**config.mk**
```make
export PLATFORM = sky130hd
export DESIGN_NAME = hostport_slave
export DESIGN_NICKNAME = d
export VERILOG_FILES = /design/src/rtl/hp_pkg.sv /design/src/rtl/hp_sync.sv /design/src/rtl/hp_ctrl.sv /design/src/rtl/hp_regfile.sv /design/src/rtl/hostport_slave.sv
export SDC_FILE = /design/constraint.sdc
export NUM_CORES = 1
export LEC_CHECK = 0
export BUFFER_PORTS_ARGS = -buffer_cell sky130_fd_sc_hd__buf_2
export CAP_MARGIN = 20
export CORE_ASPECT_RATIO = 0.9
export CORE_MARGIN = 2
export CORE_UTILIZATION = 57
export CTS_BUF_LIST = sky130_fd_sc_hd__clkbuf_2
export DETAILED_ROUTE_END_ITERATION = 8
export HOLD_SLACK_MARGIN = 0.02
export PLACE_DENSITY = 0.9
export REMOVE_ABC_BUFFERS = 1
export SLEW_MARGIN = 20
export SYNTH_ARGS = -nofsm -noshare
export SYNTH_HDL_FRONTEND = slang
export SYNTH_SLANG_ARGS = --single-unit
```
**constraint.sdc**
```tcl
create_clock -name clk -period 1.85 [get_ports clk]
set_input_delay 0.0925 -clock clk [delete_from_list [all_inputs] [get_ports clk]]
set_output_delay 0.0925 -clock clk [all_outputs]
set_load 0.005 [all_outputs]
```
**src/rtl/hp_pkg.sv**
```systemverilog
package hp_pkg;
    localparam int ADDR_W = 14;
    localparam int DATA_W = 16;

    typedef enum logic [1:0] {
        ST_IDLE  = 2'd0,
        ST_ISSUE = 2'd1,
        ST_HOLD  = 2'd2
    } hp_state_t;
endpackage

```
**src/rtl/hp_sync.sv**
```systemverilog
module hp_sync #(
    parameter int          W       = 1,
    parameter logic [W-1:0] RST_VAL = '0
) (
    input  logic         clk,
    input  logic         rst_n,
    input  logic [W-1:0] d_async,
    output logic [W-1:0] q_sync
);
    for (genvar i = 0; i < W; i++) begin : g_bit
        logic s1, s2;
        always_ff @(posedge clk or negedge rst_n) begin
            if (!rst_n) begin
                s1 <= RST_VAL[i];
                s2 <= RST_VAL[i];
            end else begin
                s1 <= d_async[i];
                s2 <= s1;
            end
        end
        assign q_sync[i] = s2;
    end
endmodule

```
**src/rtl/hp_ctrl.sv**
```systemverilog
module hp_ctrl
    import hp_pkg::*;
#(
    parameter int AW = ADDR_W,
    parameter int DW = DATA_W
) (
    input  logic          clk,
    input  logic          rst_n,
    input  logic          sel_s_n,
    input  logic          strobe_s_n,
    input  logic          rw_s,
    input  logic [AW-1:0] addr_raw,
    input  logic [DW-1:0] din_raw,
    output logic          req_wr,
    output logic          req_rd,
    output logic [AW-1:0] req_addr,
    output logic [DW-1:0] req_wdata,
    output logic          ack_oe
);
    hp_state_t state, state_nx;
    logic active, active_q, start;
    logic rw_q;

    assign active = ~sel_s_n & ~strobe_s_n;
    assign start  = active & ~active_q;

    always_comb begin
        state_nx = state;
        unique case (state)
            ST_IDLE:  if (start) state_nx = ST_ISSUE;
            ST_ISSUE: state_nx = ST_HOLD;
            ST_HOLD:  if (!active) state_nx = ST_IDLE;
            default:  state_nx = ST_IDLE;
        endcase
    end

    always_ff @(posedge clk or negedge rst_n) begin
        if (!rst_n) begin
            state     <= ST_IDLE;
            active_q  <= 1'b0;
            rw_q      <= 1'b1;
            req_addr  <= '0;
            req_wdata <= '0;
        end else begin
            state    <= state_nx;
            active_q <= active;
            if (state == ST_IDLE && start) begin
                rw_q      <= rw_s;
                req_addr  <= addr_raw;
                req_wdata <= din_raw;
            end
        end
    end

    always_comb begin
        req_wr = 1'b0;
        req_rd = 1'b0;
        ack_oe = 1'b0;
        unique case (state)
            ST_IDLE:  ;
            ST_ISSUE: begin
                req_wr = ~rw_q;
                req_rd = rw_q;
            end
            ST_HOLD:  ack_oe = 1'b1;
            default:  ;
        endcase
    end

    p_single_issue_r6: assert property (@(posedge clk) disable iff (!rst_n)
        state == ST_ISSUE |=> state == ST_HOLD);
    p_hold_entry_r3: assert property (@(posedge clk) disable iff (!rst_n)
        (state == ST_HOLD && $past(state) != ST_HOLD) |-> $past(state) == ST_ISSUE);
    p_issue_needs_sel_r9: assert property (@(posedge clk) disable iff (!rst_n)
        state == ST_ISSUE |-> $past(~sel_s_n));
    p_release_r4: assert property (@(posedge clk) disable iff (!rst_n)
        (state == ST_HOLD && !active) |=> state == ST_IDLE);
endmodule

```
**src/rtl/hp_regfile.sv**
```systemverilog
module hp_regfile #(
    parameter int NREGS = 8,
    parameter int AW    = 14,
    parameter int DW    = 16
) (
    input  logic          clk,
    input  logic          rst_n,
    input  logic          wr_en,
    input  logic [AW-1:0] addr,
    input  logic [DW-1:0] wdata,
    output logic [DW-1:0] rdata
);
    localparam int            IDX_W = (NREGS > 1) ? $clog2(NREGS) : 1;
    localparam logic [AW-1:0] LIMIT = AW'(NREGS);

    logic [NREGS-1:0][DW-1:0] store;
    logic                     in_range;
    logic [IDX_W-1:0]         idx;

    assign in_range = addr < LIMIT;
    assign idx      = addr[IDX_W-1:0];
    assign rdata    = in_range ? store[idx] : '0;

    always_ff @(posedge clk or negedge rst_n) begin
        if (!rst_n) store <= '0;
        else if (wr_en && in_range) store[idx] <= wdata;
    end

    p_no_stray_write_r8: assert property (@(posedge clk) disable iff (!rst_n)
        !(wr_en && in_range) |=> $stable(store));
endmodule

```
**src/rtl/hostport_slave.sv**
```systemverilog
module hostport_slave
    import hp_pkg::*;
#(
    parameter int NREGS = 8
) (
    input  logic              clk,
    input  logic              rst_n,
    input  logic              bus_sel_n,
    input  logic              bus_strobe_n,
    input  logic              bus_rd_wr,
    input  logic [ADDR_W-1:0] bus_addr,
    input  logic [DATA_W-1:0] bus_din,
    output logic [DATA_W-1:0] bus_dout,
    output logic              bus_doe,
    output logic              ack_oe
);
    logic [2:0]        ctl_s;
    logic              req_wr, req_rd;
    logic [ADDR_W-1:0] req_addr;
    logic [DATA_W-1:0] req_wdata, rdata;

    hp_sync #(.W(3), .RST_VAL(3'b111)) u_sync (
        .clk(clk), .rst_n(rst_n),
        .d_async({bus_rd_wr, bus_strobe_n, bus_sel_n}),
        .q_sync(ctl_s)
    );

    hp_ctrl #(.AW(ADDR_W), .DW(DATA_W)) u_ctrl (
        .clk(clk), .rst_n(rst_n),
        .sel_s_n(ctl_s[0]), .strobe_s_n(ctl_s[1]), .rw_s(ctl_s[2]),
        .addr_raw(bus_addr), .din_raw(bus_din),
        .req_wr(req_wr), .req_rd(req_rd),
        .req_addr(req_addr), .req_wdata(req_wdata),
        .ack_oe(ack_oe)
    );

    hp_regfile #(.NREGS(NREGS), .AW(ADDR_W), .DW(DATA_W)) u_regs (
        .clk(clk), .rst_n(rst_n),
        .wr_en(req_wr), .addr(req_addr), .wdata(req_wdata),
        .rdata(rdata)
    );

    always_ff @(posedge clk or negedge rst_n) begin
        if (!rst_n) bus_dout <= '0;
        else if (req_rd) bus_dout <= rdata;
    end

    assign bus_doe = ~bus_sel_n & ~bus_strobe_n & bus_rd_wr;

    p_dout_hold_r10: assert property (@(posedge clk) disable iff (!rst_n)
        !req_rd |=> $stable(bus_dout));
    p_no_rd_wr_overlap_r2: assert property (@(posedge clk) disable iff (!rst_n)
        !(req_rd && req_wr));
endmodule

```
==> impl_metrics.py <==
metrics = {
    "outcome": {
        "status": "complete, but fails checks",
        "violations": "setup timing",
    },
    "critical_path": {
        "worst_path_largest_cell_delay_ns": 0.48,
        "cp-start-kind": "flop",
        "crit_chain": "nor4_4 -> buf_4 -> buf_12 -> nand4_4 -> nor3_4 -> buf_6 -> mux2_1",
        "critical_path.max_fanout": 9,
        "path_class": "flop to flop",
        "crit_path_top_delay_cell": "dfrtp_1",
        "crit_arrival_ns": 2.79,
        "critical-path-top-delay-family": "simple AND/OR/NAND/NOR gates",
        "critPathBufInv": 3,
        "end_kind": "flop",
        "worstPathRequired_ns": 2.52,
    },
    "sta": {
        "report.final.slew_viol_count": 0,
        "setup_viol": 130,
        "worst_slack_ns": -0.266,
        "fin_crit_ns": 2.12,
        "period_share": 1.14,
        "slew_headroom": 0.557,
        "fin_skew_ns": 0.0618,
        "setup_tns_ns": -23.42,
        "tightestPinTransition_ns": 0.664,
        "fmax_mhz": 473,
        "hold_viol": 0,
        "rsz0062_at_grt": "yes",
    },
    "floorplanning": {
        "die_height_um": 116,
        "ios": 53,
        "core_area_um2": 13500,
        "start_util": 0.588,
        "die_w_um": 128,
        "dieArea_um2": 14900,
        "num_rows": 40,
    },
    "routing": {
        "dr_total_vias": 5044,
        "wirelength_mm": 21.3,
        "wl_per_cell_um": 26.1,
        "dr.pass1.iters": 6,
        "ant_nets": 0,
        "dr.first_iter.drc_count": 503,
        "viasPerCell": 6.18,
        "drc": 0,
    },
    "synthesis": {
        "synth_edf_count": 0,
        "synth_top_area_cell": "dfrtp_1",
        "async_reset_ff_frac": 1.00,
        "synth-seq-area-share": 0.583,
        "synth_commonest_cells": "dfrtp_1, mux2_2, mux2_1",
        "syn_area_um2": 7920,
        "synth_area_leaders": "dfrtp_1, mux2_2, mux4_2",
        "synth.most_common_cell": "dfrtp_1",
        "ys_types": 33,
        "synth_cells": 483,
        "synth_ff_type": "dfrtp_1",
        "synth.top_cell.area_share": 0.559,
        "synth_warnings": 0,
        "ys_seq_elements": 184,
        "syn_avg_cell_area_um2": 16.4,
    },
    "clocking": {
        "clk_path_buf_depth": 2,
        "cts.sinks": 184,
        "cts-htree-levels": 4,
        "clkTransAtPathRegs_ns": 0.31,
        "cts_buffers": 17,
        "clockRootBuffer": "clkbuf_2",
        "clk_latency_ns": 0.81,
        "cts_tree": "done",
    },
    "global_route": {
        "antenna_found_initial": 0,
        "grt_pass1_wl_mm": 31.1,
        "grt_max_degree": 121,
        "grt_overflow": 0,
        "grt_usage": 0.284,
        "grt_pass1_vias": 5368,
    },
    "power_and_ir_drop": {
        "peakVddDrop_mv": 0.747,
        "p_leak_nw": 4.80,
        "powerDensity_nw_per_um2": 781,
    },
    "finish": {
        "fin_cells": 816,
        "design_area_um2": 10200,
        "fillerInstances": 721,
        "n_antenna_cell": 0,
        "area_growth_pct": 28.3,
        "fin_util": 0.755,
        "nets": 670,
        "drive_above_1_share": 0.556,
    },
    "placement": {
        "place_ws_ns": -0.132,
        "placed_area_um2": 8670,
        "place_inst": 717,
        "gp_routability_congestion": 0.838,
        "hpwlAfterDp_mm": 10.8,
        "portBuffers": 52,
    },
    "run": {
        "cap_violations": 0,
    },
    "min_path": {
        "hp-class": "input pin to flop",
    },
}
per-stage QoR:
| step | hold slack (ns) | power, mW |
|---|---|---|
| 2_1_floorplan | -0.203 | 5.17 |
| 4_1_cts | 0.0336 | 7.57 |
| 3_5_place_dp | 0.111 | 5.74 |
| 6_report | 0.0684 | 7.93 |
| 5_1_grt | 0.0167 | 8.27 |
| 3_3_place_gp | 0.106 | 5.66 |
worst paths after layout:
path	slack (ns)	start	cells after the start	end
min reg2reg	0.31	u_sync.g_bit[1].s1	0	u_sync.g_bit[1].s2
max reg2reg	-0.27	u_ctrl.req_addr[3]	7	u_regs.store[38]
max	-0.27	u_ctrl.req_addr[3]	7	u_regs.store[38]
min in group asynchronous	0.44	rst_n	4	u_ctrl.req_addr[1]
min	0.07	bus_din[6]	3	u_ctrl.req_wdata[6]
max in group asynchronous	0.75	rst_n	4	u_regs.store[107]
cell type report:
| type | instances | area, um^2 | share of cell area |
|---|---|---|---|
| repair buffers | 158 | 1460 | 0.144 |
| clock inverters | 14 | 100 | 0.00985 |
| well taps | 168 | 210 | 0.0207 |
| flip-flops and latches | 184 | 4620 | 0.454 |
| multi-input cells | 274 | 3690 | 0.363 |
| clock buffers | 18 | 90.1 | 0.00887 |
per-layer routing:
layer  track usage  routed length (um)  vias up
li1              -                   -     2108
met3        0.0706                1060       47
met1         0.376                8780     2706
met5             0                   0        -
met2         0.464               10900      183
met4         0.103                 544        0
cell usage in the layout (no fill, tap or decap), drive strengths merged, types with 7 or more instances in the layout:
master	Yosys	final
dfrtp	177	177
mux2	175	175
buf	18	105
dlygate4sd3	0	51
mux4	22	22
clkbuf	7	20
a22o	11	11
o22ai	10	10
dfstp	7	7
nor2	7	7
clkinv	0	7
state kept, by name, summed over array words and instances (netlist names):
signal and count:
bus_dout 16, u_ctrl.active_q 1, u_ctrl.req_addr 14, u_ctrl.req_wdata 16, u_ctrl.rw_q 1, u_ctrl.state 2, u_regs.store 128, u_sync.g_bit.s1 3
u_sync.g_bit.s2 3
worst min-delay path: cells and delay by family:
kind                   cells  cell delay, ns
buffers and inverters      2            0.65
multiplexers               1            0.13
logic make-up after synthesis:
| logic type | share of synthesized area |
|---|---|
| AOI/OAI and AO/OA | 0.0360 |
| buffers and inverters | 0.0182 |
| muxes | 0.318 |
| and+or+nand+nor | 0.0455 |
| DFF | 0.583 |
where the power goes:
group          internal (mW)  switching, mW
combinational          0.779          0.706
sequential              4.22          0.408
clock                  0.364           1.46
what timing repair did:
action,CTS,global route
setup endpoints to repair,129,142
hold buffers,38,13
pin swaps,4,13
gates cloned,1,2
resized for setup,126,46
hold endpoints to repair,217,13
setup buffers,5,13
No activity file was read; power rests on OpenSTA's default activity.
